`src/rtl/ipc_shim_pkg.sv`:
```
package ipc_shim_pkg;

    localparam int SEL_W  = 2;
    localparam int MASK_W = 2;

    // mask bit positions per interrupt source
    localparam int MBIT_BUSY = 0;
    localparam int MBIT_DONE = 1;

    typedef enum logic [SEL_W-1:0] {
        SEL_H2D   = 2'd0,
        SEL_D2H   = 2'd1,
        SEL_HMASK = 2'd2,
        SEL_DMASK = 2'd3
    } reg_sel_e;

    // reset value: BUSY source enabled, DONE source masked
    localparam logic [MASK_W-1:0] MASK_RST = MASK_W'(1) << MBIT_DONE;

endpackage

```
`src/rtl/ipc_db_merge.sv`:
```
// Merges the two ports' masked writes into one doorbell; owner wins on overlap.
module ipc_db_merge #(
    parameter int W = 64
) (
    input  logic [W-1:0] cur,
    input  logic         own_we,
    input  logic [W-1:0] own_data,
    input  logic [W-1:0] own_mask,
    input  logic         peer_we,
    input  logic [W-1:0] peer_data,
    input  logic [W-1:0] peer_mask,
    output logic [W-1:0] nxt
);
    logic [W-1:0] after_peer;

    always_comb begin
        after_peer = cur;
        if (peer_we) begin
            after_peer = (cur & ~peer_mask) | (peer_data & peer_mask);
        end
        nxt = after_peer;
        if (own_we) begin
            nxt = (after_peer & ~own_mask) | (own_data & own_mask);
        end
    end
endmodule

```
`src/rtl/ipc_irq_gen.sv`:
```
// One side's interrupt from its two sources and its enable mask.
module ipc_irq_gen
    import ipc_shim_pkg::*;
(
    input  logic              busy_src,
    input  logic              done_src,
    input  logic [MASK_W-1:0] mask,
    output logic              irq
);
    logic busy_hit;
    logic done_hit;

    always_comb begin
        busy_hit = busy_src && !mask[MBIT_BUSY];
        done_hit = done_src && !mask[MBIT_DONE];
        irq      = busy_hit || done_hit;
    end
endmodule

```
`src/rtl/ipc_panic_decode.sv`:
```
// Detects a fatal-error signature in the DSP-to-host doorbell.
module ipc_panic_decode #(
    parameter int          OFF_LSB  = 32,
    parameter int          OFF_W    = 16,
    parameter logic [31:0] SIG      = 32'h0DEA_D000,
    parameter logic [31:0] SIG_MASK = 32'h0FFF_F000
) (
    input  logic                     busy,
    input  logic [OFF_LSB+OFF_W-1:0] word,
    output logic                     valid,
    output logic [OFF_W-1:0]         offset
);
    logic [OFF_LSB-1:0] sig_part;
    logic               sig_hit;

    always_comb begin
        sig_part = word[OFF_LSB-1:0];
        sig_hit  = (32'(sig_part) & SIG_MASK) == SIG;
        valid    = busy && sig_hit;
        offset   = valid ? word[OFF_LSB +: OFF_W] : '0;
    end
endmodule

```
`src/rtl/ipc_doorbell_shim.sv`:
```
module ipc_doorbell_shim
    import ipc_shim_pkg::*;
#(
    parameter int          DB_W       = 64,
    parameter int          OFF_LSB    = 32,
    parameter int          OFF_W      = 16,
    parameter logic [31:0] PANIC_SIG  = 32'h0DEA_D000,
    parameter logic [31:0] PANIC_MASK = 32'h0FFF_F000
) (
    input  logic            clk,
    input  logic            rst_n,
    input  logic            host_wr_en,
    input  logic [1:0]      host_wr_sel,
    input  logic [DB_W-1:0] host_wr_data,
    input  logic [DB_W-1:0] host_wr_mask,
    input  logic [1:0]      host_rd_sel,
    output logic [DB_W-1:0] host_rd_data,
    input  logic            dsp_wr_en,
    input  logic [1:0]      dsp_wr_sel,
    input  logic [DB_W-1:0] dsp_wr_data,
    input  logic [DB_W-1:0] dsp_wr_mask,
    input  logic [1:0]      dsp_rd_sel,
    output logic [DB_W-1:0] dsp_rd_data,
    output logic            host_irq,
    output logic            dsp_irq,
    output logic            panic_valid,
    output logic [OFF_W-1:0] panic_offset
);
    localparam int BUSY_BIT = DB_W - 1;
    localparam int DONE_BIT = DB_W - 2;
    localparam int N_DB     = 2;
    localparam int DEC_W    = OFF_LSB + OFF_W;

    typedef struct packed {
        logic [N_DB-1:0][DB_W-1:0] db;
        logic [MASK_W-1:0]         hmask;
        logic [MASK_W-1:0]         dmask;
    } state_t;

    state_t st_d, st_q;
    logic [N_DB-1:0][DB_W-1:0] db_nxt;

    // doorbell merge, one per direction; index equals its select code
    for (genvar g = 0; g < N_DB; g++) begin : g_db
        logic            host_hit;
        logic            dsp_hit;
        logic            own_we, peer_we;
        logic [DB_W-1:0] own_d, own_m, peer_d, peer_m;

        assign host_hit = host_wr_en && (host_wr_sel == SEL_W'(g));
        assign dsp_hit  = dsp_wr_en  && (dsp_wr_sel  == SEL_W'(g));

        if (g == int'(SEL_H2D)) begin : g_host_owner
            assign own_we  = host_hit;
            assign own_d   = host_wr_data;
            assign own_m   = host_wr_mask;
            assign peer_we = dsp_hit;
            assign peer_d  = dsp_wr_data;
            assign peer_m  = dsp_wr_mask;
        end else begin : g_dsp_owner
            assign own_we  = dsp_hit;
            assign own_d   = dsp_wr_data;
            assign own_m   = dsp_wr_mask;
            assign peer_we = host_hit;
            assign peer_d  = host_wr_data;
            assign peer_m  = host_wr_mask;
        end

        ipc_db_merge #(.W(DB_W)) u_merge (
            .cur       (st_q.db[g]),
            .own_we    (own_we),
            .own_data  (own_d),
            .own_mask  (own_m),
            .peer_we   (peer_we),
            .peer_data (peer_d),
            .peer_mask (peer_m),
            .nxt       (db_nxt[g])
        );
    end

    function automatic logic [DB_W-1:0] read_reg(input state_t s, input logic [1:0] sel);
        logic [DB_W-1:0] r;
        case (reg_sel_e'(sel))
            SEL_H2D:   r = s.db[SEL_H2D];
            SEL_D2H:   r = s.db[SEL_D2H];
            SEL_HMASK: r = DB_W'(s.hmask);
            default:   r = DB_W'(s.dmask);
        endcase
        return r;
    endfunction

    always_comb begin
        st_d    = st_q;
        st_d.db = db_nxt;
        if (host_wr_en && reg_sel_e'(host_wr_sel) == SEL_HMASK) begin
            st_d.hmask = (st_q.hmask & ~host_wr_mask[MASK_W-1:0])
                       | (host_wr_data[MASK_W-1:0] & host_wr_mask[MASK_W-1:0]);
        end
        if (dsp_wr_en && reg_sel_e'(dsp_wr_sel) == SEL_DMASK) begin
            st_d.dmask = (st_q.dmask & ~dsp_wr_mask[MASK_W-1:0])
                       | (dsp_wr_data[MASK_W-1:0] & dsp_wr_mask[MASK_W-1:0]);
        end
        host_rd_data = read_reg(st_q, host_rd_sel);
        dsp_rd_data  = read_reg(st_q, dsp_rd_sel);
    end

    always_ff @(posedge clk or negedge rst_n) begin
        if (!rst_n) begin
            st_q.db    <= '0;
            st_q.hmask <= MASK_RST;
            st_q.dmask <= MASK_RST;
        end else begin
            st_q <= st_d;
        end
    end

    ipc_irq_gen u_host_irq (
        .busy_src (st_q.db[SEL_D2H][BUSY_BIT]),
        .done_src (st_q.db[SEL_H2D][DONE_BIT]),
        .mask     (st_q.hmask),
        .irq      (host_irq)
    );

    ipc_irq_gen u_dsp_irq (
        .busy_src (st_q.db[SEL_H2D][BUSY_BIT]),
        .done_src (st_q.db[SEL_D2H][DONE_BIT]),
        .mask     (st_q.dmask),
        .irq      (dsp_irq)
    );

    ipc_panic_decode #(
        .OFF_LSB  (OFF_LSB),
        .OFF_W    (OFF_W),
        .SIG      (PANIC_SIG),
        .SIG_MASK (PANIC_MASK)
    ) u_panic (
        .busy   (st_q.db[SEL_D2H][BUSY_BIT]),
        .word   (st_q.db[SEL_D2H][DEC_W-1:0]),
        .valid  (panic_valid),
        .offset (panic_offset)
    );
endmodule

```
`config.mk`:
```
export PLATFORM = sky130hd
export DESIGN_NAME = ipc_doorbell_shim
export DESIGN_NICKNAME = d
export VERILOG_FILES = /design/src/rtl/ipc_shim_pkg.sv /design/src/rtl/ipc_db_merge.sv /design/src/rtl/ipc_irq_gen.sv /design/src/rtl/ipc_panic_decode.sv /design/src/rtl/ipc_doorbell_shim.sv
export SDC_FILE = /design/constraint.sdc
export NUM_CORES = 1
export LEC_CHECK = 0
export ABC_CLOCK_PERIOD_IN_PS = 1610
export BUFFER_PORTS_ARGS = -buffer_cell sky130_fd_sc_hd__buf_2
export CAP_MARGIN = 20
export CELL_PAD_IN_SITES_DETAIL_PLACEMENT = 0
export CELL_PAD_IN_SITES_GLOBAL_PLACEMENT = 1
export CORE_MARGIN = 3
export CORE_UTILIZATION = 25
export CTS_CLUSTER_DIAMETER = 40
export CTS_CLUSTER_SIZE = 14
export DETAILED_ROUTE_END_ITERATION = 7
export PLACE_DENSITY = 0.69
export SLEW_MARGIN = 0
export SYNTH_ARGS = -nofsm -noshare
export SYNTH_HDL_FRONTEND = slang
export SYNTH_SLANG_ARGS = --single-unit
```
`constraint.sdc`:
```
create_clock -name clk -period 1.61 [get_ports clk]
set_input_delay 0.161 -clock clk [delete_from_list [all_inputs] [get_ports clk]]
set_output_delay 0.161 -clock clk [all_outputs]
set_load 0.05 [all_outputs]
```
* After elaboration in Yosys (flattened, before gate mapping) *
Index checks and enable logic that the tools add are counted.

operators by class
  eq/ne operators = 9
  multiplexer cells = 7
  bitwise logic cells = 20
  reductions and logical operators = 21

operators with widths
  kind                                                                    count
  64-bit bitwise AND                                                      6
  64-bit one-hot mux with 3 select lines                                  2
  64-bit 2-to-1 mux                                                       4
  64-bit OR                                                               4
  64-bit NOT                                                              2
  16-bit equality test (second input constant)                            1
  16-bit 2-to-1 mux                                                       1
  1-bit logical AND                                                       11
  2-bit bitwise AND                                                       4
  2-bit by 1-bit equality test with 1-bit output (second input constant)  4
  2-bit equality test (second input constant)                             4
  2-bit zero test                                                         4
  1-bit zero test                                                         4
  2-bit NOT                                                               2
  2-bit OR                                                                2
  1-bit logical OR                                                        2

word-level totals
  flip-flop bits (word level) = 132
  input port bits = 268
  output and inout port bits = 147
  logic and storage cells = 61

* Depth between registers and ports, before layout *
Gate-level depths: netlist of the first run.

  word-level depth = 7
  mapped depth = 5
  depth with buffers taken out = 3

* Cells and area by module *
From an unflattened synthesis of the first run, not the netlist that was laid out.

second synthesis, totals
  cell total of the unflattened synthesis = 1,173
  area total of the unflattened synthesis = 10,545.1 sq um

by module, submodules not included
  module             instances  cells an instance  area each (sq um)  sequential area each (sq um)
  ipc_doorbell_shim  1          426                5,426.5            3,305.7
  ipc_db_merge       2          348                2,379.8            0.0
  ipc_panic_decode   1          45                 319.1              0.0
  ipc_irq_gen        2          3                  20.0               0.0

* Worst setup path after synthesis of the first run *
OpenSTA, ideal clock, no wires.

  path kind = flip-flop to output port
  start point = register st_q[88] (netlist name)
  end point = output port panic_offset[10]
  data arrival time = 2,121 ps
  data required time = 1,449 ps
  slack = -672 ps
  stages on the path, launching flop included = 5
  path buffers = 1
  cells stage by stage = dfrtp_1 and4bb_1 nand4_2 buf_2 nor3_1

between the ends
  word-level cells in the longest chain between the ends = 3

ends and longest elaborated chain
  what                    line                      text
  from (decl)             ipc_doorbell_shim.sv:40   state_t st_d, st_q;
  from (signal assigned)  ipc_doorbell_shim.sv:113  st_q <= st_d;
  16-bit equality test    ipc_panic_decode.sv:18    sig_hit = (32'(sig_part) & SIG_MASK) == SIG;
  1-bit logical AND       ipc_panic_decode.sv:19    valid = busy && sig_hit;
  16-bit 2-to-1 mux       ipc_panic_decode.sv:20    offset = valid ? word[OFF_LSB +: OFF_W] : '0;
  to (decl)               ipc_doorbell_shim.sv:27   output logic [OFF_W-1:0] panic_offset

Every way passes these cells.

* Final worst setup path of the first run *
  start point = register st_q[88] (netlist name)
  end point = output port panic_offset[14]

The elaborated chain is that of the path after synthesis.

==> results.txt, run 1 <==
Status: complete, but fails checks
Failing checks: setup timing
Die width: 207 um
Setup CP Type: register to output pin
Main combinational cell family by area after synthesis: simple AND/OR/NAND/NOR gates
CTS Sinks: 132
Post-synthesis sequential area ratio: 0.326
Hold_sp: dsp_wr_data[22]
# placed instances: 2194
Nets@finish: 2178
Layout cell share with drive strength beyond 1: 0.317
Flops & latches, synth: 132
CTS tree: done
Grt total ovfl: 0
Height of the die: 207 um
Mean area per synthesized cell: 7.88 um^2
Clock buffer depth: 2
Xor/xnor cell area share of the yosys netlist: 0
Wirelength per Cell: 20.2 um
Max Cap Viol: 0
CP Launch Type: register
Synthesized instance count: 1286
LEAKAGE: 7.49 nW
Worst VDD drop: 544 uV
Unrepaired setup endpoints after global routing: true
Starting Density: 0.254
Via count: 12600
Post-synth cell types: 32
CP Max Fanout: 17
Fin cells: 2455
Worst r2r src: st_q[115]
Aggregate routed wire length: 49.5 mm
Top Registers: st_q x128
Clock transition at path regs: 60 ps
CP Capture Type: output pin
Worst R2R Setup Slack: 160 ps
Clk_skew: 0 ps
Core area: 39900 um^2
Initial antenna violation count: 7
Root buf cell: clkbuf_16
Critical path's slowest cell: dfrtp_1
Min cycle time layout: 2100 ps
Syn. warnings: 0
Synth Area in Simple Gates: 0.307
Cell area power density: 969 nW/um^2
Worst Path Required: 1450 ps
Final Cycle Share: 1.30
CTS HTree Levels: 4
Family with the most delay on the worst path: simple AND/OR/NAND/NOR gates
Synth Area in Adders: 0
Gr usage total: 0.224
Die area: 43000 um^2
DPL Wire Length: 34.5 mm
R2R depth: 4
Vias in the first global route: 13300
Number of setup violations in the final report: 21
I/O pin cnt: 415
Clk_lat worst skew: 430 ps
Final slew viol count: 0
CP Buf/Inv Count: 2
P&R area growth vs syn: 62.4%
Hold violation total from the final report: 0
Hold path depth: 3
Mux cell area share after synthesis: 0.136
Routability Congestion: 0.869
Worst-Margin Slew: 390 ps
Hold endpoint: st_q[26]
TritonCTS buffer count: 17
Place WS: -65.9 ps
Mapped Area: 10100 um^2
Slowest stage delay, CP: 380 ps
Worst endpoint data arrival time: 1940 ps
Complex-gate fraction of the synthesized area: 0.148
Max transition margin: 0.740
CP Cell Sequence: and4bb_1 -> nand4_4 -> buf_12 -> nor3_4 -> buf_6
First-pass GRT wire length: 76.4 mm
Worst setup margin: -489 ps
Total iterations of the first detailed-routing run: 7
Syn_nets: 1554
Post-route ant nets: 0
Post-DR vias/cell: 5.12
Max reg flops: 128
Row count: 73
DRT iter0 DRCs: 746
Fmax achieved: 476 MHz
Worst r2r dst: st_q[115]
I/O Buffers: 414
Worst Hold Class: primary input to register
Largest Register: st_q
Drt drc: 0
Pin count of the biggest net entering global routing: 50
## area by class of cell
type,count,area (um^2)
diodes,7,17.5
well taps,525,657
clock inverters,8,97.6
multi-input cells,980,6210
fillers,4032,23500
inverters,83,312
repair buffers,696,5350
clock buffers,24,502
flip-flops and latches,132,3310
## synth_stat cells, drive strengths merged
| library cell | n | area share |
|---|---|---|
| nand2b | 1 | 0.00062 |
| buf | 67 | 0.044 |
| o22ai | 2 | 0.0012 |
| nor3 | 79 | 0.039 |
| inv | 83 | 0.031 |
| nor3b | 67 | 0.080 |
| nor2 | 125 | 0.046 |
| nand4 | 3 | 0.0025 |
| nand2 | 176 | 0.065 |
| nand3b | 1 | 0.00074 |
| clkbuf | 24 | 0.0089 |
| mux2i | 124 | 0.12 |
| and3b | 3 | 0.0026 |
| dfstp | 2 | 0.0052 |
| o21ai | 109 | 0.054 |
| and4 | 1 | 0.00086 |
| nor2b | 1 | 0.00062 |
| mux4 | 4 | 0.0089 |
| a21o | 19 | 0.014 |
| and4bb | 2 | 0.0025 |
| nand3 | 129 | 0.064 |
| a31oi | 128 | 0.079 |
| or3b | 2 | 0.0017 |
| mux2 | 4 | 0.0044 |
| dfrtp | 130 | 0.32 |
## placed cells by master, fill, tap and decap left out, types with 5 or more instances in the layout
cell type and count:
buf_2 366, dlygate4sd3_1 219, nand2_1 176, dfrtp_1 129
a31oi_1 128, nand3_1 128, mux2i_1 120, nor2_1 120
o21ai_1 100, inv_1 83, nor3_1 63, nor3b_2 60
buf_4 47, buf_12 31, buf_6 29, a21o_1 19
clkbuf_16 17, nor3_4 10, o21ai_0 9, diode_2 7
nor3_2 6, nor3b_1 5, nor2_2 5, clkbuf_8 5
## worst register-to-register path: stages (launching register included)
cell,delay (ps)
dfrtp_1,360
inv_1,130
a21o_1,180
a31oi_1,150
dlygate4sd3_1,560
## power breakdown
group          internal (W)  switching, W  total, W  leakage (nW)
Clock               0.00248       0.00160   0.00408         0.288
Sequential          0.00405      0.000572   0.00463          1.54
Combinational       0.00296       0.00428   0.00724          5.66
## repair_timing
item,in CTS,in global routing
pin swaps,0,0
gates cloned,0,0
setup endpoints to repair,28,44
endpoints found under the hold margin,256,0
hold buffers,219,0
resized for setup,48,47
buffers inserted,3,0
## kinds of logic after synthesis
family | Yosys count
compound gates | 258
buf+inv | 174
flops | 132
mux | 132
simple gates | 590
## worst max path at each step
stage / from / to / slack (ps) / depth (start not counted)
floorplan: st_q[88] / panic_offset[0] / -130 / 3
global placement: st_q[88] / panic_offset[14] / -40 / 5
detailed placement: st_q[84] / panic_offset[13] / -70 / 5
CTS: st_q[88] / panic_offset[13] / -490 / 5
global route: st_q[88] / panic_offset[14] / -570 / 5
finish: st_q[88] / panic_offset[14] / -490 / 5
## metrics by stage
stage	util	instance area (um^2)	TNS [ps]	power, W	hold WS [ps]
CTS	0.409	16300	-8360	0.0159	0.0253
global placement	0.335	13400	-321	0.0107	39.5
finish	0.412	16500	-7800	0.0159	26.9
global route	0.412	16500	-9610	0.0168	7.68
floorplan	-	10300	-2170	0.00851	-135
detailed placement	0.335	13400	-569	0.0107	38.7
## layer usage
metal,routed length [um],part of all wire,vias up,GRT usage
met2,24400,0.49,535,0.394
met3,3310,0.067,73,0.0447
met5,0,0,-,0
met4,1110,0.022,0,0.0709
met1,20700,0.42,6136,0.276
li1,-,-,5814,-
No activity file was read; power rests on OpenSTA's default activity.
==> run 2, diff against run 1 <==
--- a/config.mk
+++ b/config.mk
@@ -11,11 +11,11 @@
 export CELL_PAD_IN_SITES_DETAIL_PLACEMENT = 0
 export CELL_PAD_IN_SITES_GLOBAL_PLACEMENT = 1
 export CORE_MARGIN = 3
-export CORE_UTILIZATION = 25
+export CORE_UTILIZATION = 35
 export CTS_CLUSTER_DIAMETER = 40
 export CTS_CLUSTER_SIZE = 14
 export DETAILED_ROUTE_END_ITERATION = 7
-export PLACE_DENSITY = 0.69
+export PLACE_DENSITY = 0.89
 export SLEW_MARGIN = 0
 export SYNTH_ARGS = -nofsm -noshare
 export SYNTH_HDL_FRONTEND = slang
==> results.txt, run 2 (synthesis results as in run 1) <==
Die area: 31000 um^2 (-28%)
Worst R2R Setup Slack: 310 ps (+150 ps)
Cell area power density: 1030 nW/um^2 (+6.0%)
Min cycle time layout: 2030 ps (-64.5 ps)
Slowest stage delay, CP: 380 ps (about the same)
Placement Cell Area: 13200 um^2 (-1.6%)
Top Registers: st_q x128
P&R area growth vs syn: 43.7%
Grt total ovfl: 0 (unchanged)
Fmax achieved: 491 MHz (+3.2%)
Multi-input gate area: 6200 um^2 (-0.24%)
Clock power frac: 0.272 (+0.016)
First-pass GRT wire length: 66.6 mm (-13%)
P_sw: 0.00632 W (-2.0%)
Leading cell type in the layout, fill and taps excluded: buf_2
Final Cell Area: 14600 um^2 (-12%)
Gr usage total: 0.273 (+0.0483)
Vias in the first global route: 12000 (-9.6%)
Root buf cell: clkbuf_16
R2R depth: 3 (-1)
Max reg flops: 128 (unchanged)
Core area: 28200 um^2 (-29%)
Internal power: 0.00864 W (-9.0%)
Starting Density: 0.360 (+0.106)
Worst r2r src: st_q[18]
Layout cell share with drive strength beyond 1: 0.346 (+0.0288)
Critical path's slowest cell: dfrtp_1
Worst-Margin Slew: 432 ps (+41.8 ps)
Aggregate routed wire length: 43.4 mm (-12%)
M3 GR Usage: 0.0712 (+0.0264)
CTS Sinks: 132 (unchanged)
Final Cycle Share: 1.26 (-0.0401)
Largest Register: st_q
Initial antenna violation count: 12 (+5)
Post-route ant nets: 0 (unchanged)
Number of setup violations in the final report: 21 (unchanged)
Storage element area: 3310 um^2 (about the same)
Worst VDD drop: 776 uV (+43%)
I/O pin cnt: 415 (unchanged)
Wirelength per Cell: 20.2 um (+0.16%)
TritonCTS buffer count: 17 (unchanged)
Clock buffer depth: 2 (unchanged)
Filler cells: 2679 (-34%)
Hold path depth: 3 (unchanged)
Clock transition at path regs: 60 ps (about the same)
Unrepaired setup endpoints after global routing: true
I/O Buffers: 414 (unchanged)
Final slew viol count: 0 (unchanged)
Grt peak-use layer: met2
Hold violation total from the final report: 0 (unchanged)
Via count: 11900 (-5.2%)
Status: complete, but fails checks
CTS HTree Levels: 4 (unchanged)
Worst r2r dst: st_q[18]
Height of the die: 176 um (-15%)
Total iterations of the first detailed-routing run: 5 (-2)
Final core occ: 0.517 (+0.105)
Sw Ratio: 0.423 (+0.0180)
LEAKAGE: 6.77 nW (-9.6%)
CP Cell Sequence: and4bb_1 -> nand4_4 -> buf_12 -> nor3_2 -> buf_6
Worst Setup EP: panic_offset[15]
CP Launch Type: register
CP Max Fanout: 17 (unchanged)
CP Capture Type: output pin
Comb power frac: 0.418 (-0.036)
Seq pwr share: 0.310 (+0.020)
M2 GR Usage: 0.477 (+0.0837)
Most frequent cells in the layout: buf_2 (375), nand2_1 (176), dfrtp_1 (130)
Die width: 176 um (-15%)
Setup CP Type: register to output pin
Max transition margin: 0.712 (-0.0279)
Clk_skew: 0 ps (unchanged)
Max Cap Viol: 0 (unchanged)
GR Layer Usage met1: 0.320 (+0.0439)
Worst Path Required: 1450 ps (about the same)
Critical Path Start: st_q[88]
Clk_lat worst skew: 410 ps (-20 ps)
Worst endpoint data arrival time: 1870 ps (-70 ps)
Post-DR vias/cell: 5.55 (+8.5%)
Drt drc: 0 (unchanged)
DRT iter0 DRCs: 845 (+13%)
Routability Congestion: 0.931 (+7.2%)
DPL Wire Length: 31.2 mm (-9.6%)
Nets@finish: 2015 (-7.5%)
Row count: 61 (-16%)
CTS tree: done
Pin count of the biggest net entering global routing: 65 (+30%)
Failing checks: setup timing
Worst Hold Class: primary input to register
Worst setup margin: -425 ps (+64.5 ps)
## run 2: worst min path at each step
stage                                             to        startpoint  slack [ps]
final                                       st_q[39]  host_wr_mask[35]          20
after global placement                      st_q[24]             rst_n         120
after floorplan           asynchronous set/reset pin             rst_n        -130
after CTS                                   st_q[49]   dsp_wr_data[45]         0.3
after detailed placement                    st_q[24]             rst_n         120
after global routing                        st_q[70]    dsp_wr_mask[2]           3
## run 2: power groups by stage
stage | clock network [W] | registers, W | logic, W
5_1_grt | 0.00431 | 0.00474 | 0.00669
3_5_place_dp | 0 | 0.00468 | 0.00599
3_3_place_gp | 0 | 0.00464 | 0.00594
4_1_cts | 0.00415 | 0.00462 | 0.00620
6_report | 0.00408 | 0.00463 | 0.00625
2_1_floorplan | 0 | 0.00451 | 0.00400
## run 2: layout make-up
class                           count  area share
Antenna cell                        9     0.00155
Timing Repair Buffer              533       0.250
Clock buffer                       18      0.0302
Tap cell                          378      0.0325
Inverter                           83      0.0214
Clock inverter                     14      0.0114
Multi-Input combinational cell    980       0.426
Sequential cell                   132       0.227
## run 2: layer usage
| metal | up-vias | part of all wire |
|---|---|---|
| li1 | 5491 | - |
| met1 | 5730 | 0.39 |
| met2 | 592 | 0.50 |
| met3 | 90 | 0.085 |
| met4 | 8 | 0.030 |
| met5 | - | 0.0010 |
## run 2: timing repair
| action | in CTS | in global routing |
|---|---|---|
| endpoints found under the hold margin | 86 | 0 |
| setup endpoints to repair | 24 | 36 |
| pin swaps | 1 | 0 |
| gates cloned | 0 | 0 |
| buffers inserted | 2 | 0 |
| hold buffers | 57 | 0 |
| resized for setup | 40 | 29 |
## run 2: worst max-delay path: cells and delay by family, from the launching register on
kind          cells  cell delay [ps]
buf+inv           2              390
simple gates      3              670
flops             1              380
## run 2: per-stage QoR
step           power [W]  TNS (ps)  std cells  hold WS (ps)  setup WS, ps
6_report          0.0150     -6920       2147          16.4          -425
5_1_grt           0.0157     -8610       2146          3.48          -511
2_1_floorplan    0.00851     -2170       1286          -135          -132
4_1_cts           0.0150     -7400       2138         0.295          -442
3_5_place_dp      0.0107      -605       2047           121         -72.2
3_3_place_gp      0.0106      -296       2047           122         -55.3
==> run 3, diff against run 2 <==
--- a/config.mk
+++ b/config.mk
@@ -11,12 +11,13 @@
 export CELL_PAD_IN_SITES_DETAIL_PLACEMENT = 0
 export CELL_PAD_IN_SITES_GLOBAL_PLACEMENT = 1
 export CORE_MARGIN = 3
-export CORE_UTILIZATION = 35
+export CORE_UTILIZATION = 36
 export CTS_CLUSTER_DIAMETER = 40
 export CTS_CLUSTER_SIZE = 14
 export DETAILED_ROUTE_END_ITERATION = 7
-export PLACE_DENSITY = 0.89
+export PLACE_DENSITY = 0.81
 export SLEW_MARGIN = 0
 export SYNTH_ARGS = -nofsm -noshare
 export SYNTH_HDL_FRONTEND = slang
+export SYNTH_HIERARCHICAL = 1
 export SYNTH_SLANG_ARGS = --single-unit
==> results.txt, run 3 <==
Hold violation total from the final report: 0 (unchanged)
Fin cells: 2002 (-6.8%)
Post-DR vias/cell: 5.56 (+0.19%)
Gr usage total: 0.241 (-0.0312)
Number of setup violations in the final report: 21 (unchanged)
TritonCTS buffer count: 17 (unchanged)
Core area: 28800 um^2 (+2.2%)
Pin count of the biggest net entering global routing: 67 (+3.1%)
Most frequent cells in the layout: buf_2 (368), nand2_1 (147), nand3_1 (129)
Mapped Area: 10500 um^2 (+4.1%)
DPL Wire Length: 29.0 mm (-7.0%)
Max Cap Viol: 0 (unchanged)
Pwr Total: 0.0150 W (+0.50%)
Unrepaired setup endpoints after global routing: true
Ys async rst share: 1.00 (unchanged)
Largest Register: st_q
Max reg flops: 128 (unchanged)
CTS tree: done
Post-synth EDFFs: 0 (unchanged)
Worst Hold Class: primary input to register
Vias in the first global route: 11100 (-7.5%)
Leading cell type in the layout, fill and taps excluded: buf_2
Area contributors post-synth: dfrtp_1 (31%), mux2i_1 (12%), a21bo_1 (11%)
Post-route ant nets: 0 (unchanged)
Starting Density: 0.366 (+0.00659)
LEAKAGE: 7.65 nW (+13%)
Clock transition at path regs: 60 ps (about the same)
Worst Path Required: 1450 ps (about the same)
Synth top cells by count: nand2_1 (147), dfrtp_1 (130), nand3_1 (129), a31oi_1 (128), and3b_1 (128)
Top-count cell post-synth: nand2_1
Nets@finish: 1868 (-7.3%)
Grt total ovfl: 0 (unchanged)
Clk_lat worst skew: 410 ps (about the same)
Fmax achieved: 425 MHz (-14%)
Via count: 11100 (-6.6%)
CTS Sinks: 132 (unchanged)
CTS HTree Levels: 4 (unchanged)
Synthesized instance count: 1173 (-8.8%)
P&R area growth vs syn: 37.0%
Setup CP Type: register to output pin
Flops & latches, synth: 132 (unchanged)
I/O pin cnt: 415 (unchanged)
Total iterations of the first detailed-routing run: 5 (unchanged)
Row count: 62 (+1.6%)
CP Launch Type: register
CP Max Fanout: 16 (-1)
Failing checks: setup timing
Top Registers: st_q x128
Syn_nets: 1441 (-7.3%)
Max transition margin: 0.691 (-0.0214)
Worst setup margin: -746 ps (-321 ps)
Height of the die: 177 um (+0.56%)
Worst VDD drop: 561 uV (-28%)
Hold_ws: 25.2 ps (+8.85 ps)
Aggregate routed wire length: 39.1 mm (-9.8%)
Place WS: -589 ps (-517 ps)
Layout cell share with drive strength beyond 1: 0.354 (+0.00842)
Final Cycle Share: 1.46 (+0.199)
Clock buffer depth: 2 (unchanged)
Post-synthesis sequential area ratio: 0.313 (-0.0127)
Worst-Margin Slew: 464 ps (+32.1 ps)
DRT iter0 DRCs: 526 (-38%)
Wirelength per Cell: 19.5 um (-3.3%)
Die width: 177 um (+0.56%)
CP Capture Type: output pin
Root buf cell: clkbuf_16
Worst endpoint data arrival time: 2190 ps (+320 ps)
Post-synth cell types: 30 (-6.3%)
Synth area leader: dfrtp_1
Top cell type's share of synthesized area: 0.308 (-0.0125)
I/O Buffers: 414 (unchanged)
# placed instances: 1939 (-5.3%)
Final core occ: 0.502 (-0.0150)
First-pass GRT wire length: 60.2 mm (-9.5%)
Die area: 31400 um^2 (+1.1%)
Drt drc: 0 (unchanged)
Syn. warnings: 6 (+6)
Clk_skew: 0 ps (unchanged)
Cell area power density: 1040 nW/um^2 (+1.3%)
Min cycle time layout: 2360 ps (+321 ps)
Ys flop type: dfrtp_1
Routability Congestion: 0.931 (unchanged)
Mean area per synthesized cell: 8.99 um^2 (+14%)
Final slew viol count: 0 (unchanged)
Status: complete, but fails checks
Initial antenna violation count: 7 (-5)
run 3: cell count changes after synthesis, sizes merged, moves of 19 or more:
cell / delta
o21ai: -109
nand2: -29
and3b: +125
nor3: -78
a21bo: +128
nor3b: -65
a21o: -19
inv: -79
run 3: layer usage:
metal  part of all wire  GRT usage  routed length, um
met2               0.48      0.405              18800
met5                  0          0                  0
met1               0.43      0.313              16700
met3              0.072     0.0470               2810
met4              0.022     0.0786                879
run 3: report_power, final:
part	switching, W	internal (W)	leakage (nW)
registers	0.000679	0.00406	1.54
clock network	0.00155	0.00227	0.264
logic	0.00391	0.00257	5.85
total	0.00614	0.00889	7.65
run 3: final cells by class:
type	count	area, um^2
clock buffer	18	429
clock inverter	12	135
tap	384	480
inverter	4	15.0
sequential	132	3310
fill	2782	14300
timing repair buffer	498	3280
antenna	7	17.5
multi-input combinational	947	6780
run 3: cell families after synthesis:
| family | Yosys count | share of synthesized area |
|---|---|---|
| mux | 132 | 0.131 |
| buf+inv | 94 | 0.0679 |
| simple gates | 557 | 0.288 |
| compound gates | 258 | 0.200 |
| flops | 132 | 0.313 |
run 3: through the flow:
stage	TNS, ps	area [um^2]
after CTS	-12280	14400
after floorplan	-7960	10700
final	-11610	14400
after global placement	-8690	13400
after detailed placement	-8950	13400
after global routing	-13280	14400
run 3: worst max-delay path, stage by stage (launching register included):
cell,delay (ps)
dfrtp_1,390
nand4bb_4,240
or4_4,450
buf_12,190
buf_4,150
nor4_4,160
buf_6,200
run 3: path summary, 6_finish.rpt:
kind | startpoint | end | slack (ps) | cells past startpoint
worst max-delay path | st_q[84] | panic_offset[0] | -750 | 6
min in group asynchronous | rst_n | st_q[34] | 250 | 2
worst min register to register | register | register | 590 | 1
worst min-delay path | dsp_wr_mask[39] | st_q[107] | 30 | 3
worst max register to register | st_q[66] | st_q[66] | 200 | 3
max in group asynchronous | rst_n | asynchronous set/reset pin | 740 | 3
run 3: what timing repair did:
action | in CTS | in global routing
endpoints found under the setup margin | 35 | 39
gates cloned | 0 | 0
hold endpoints to repair | 49 | 0
pin swaps | 2 | 3
buffers inserted | 5 | 1
resized for setup | 64 | 28
hold buffers | 20 | 0
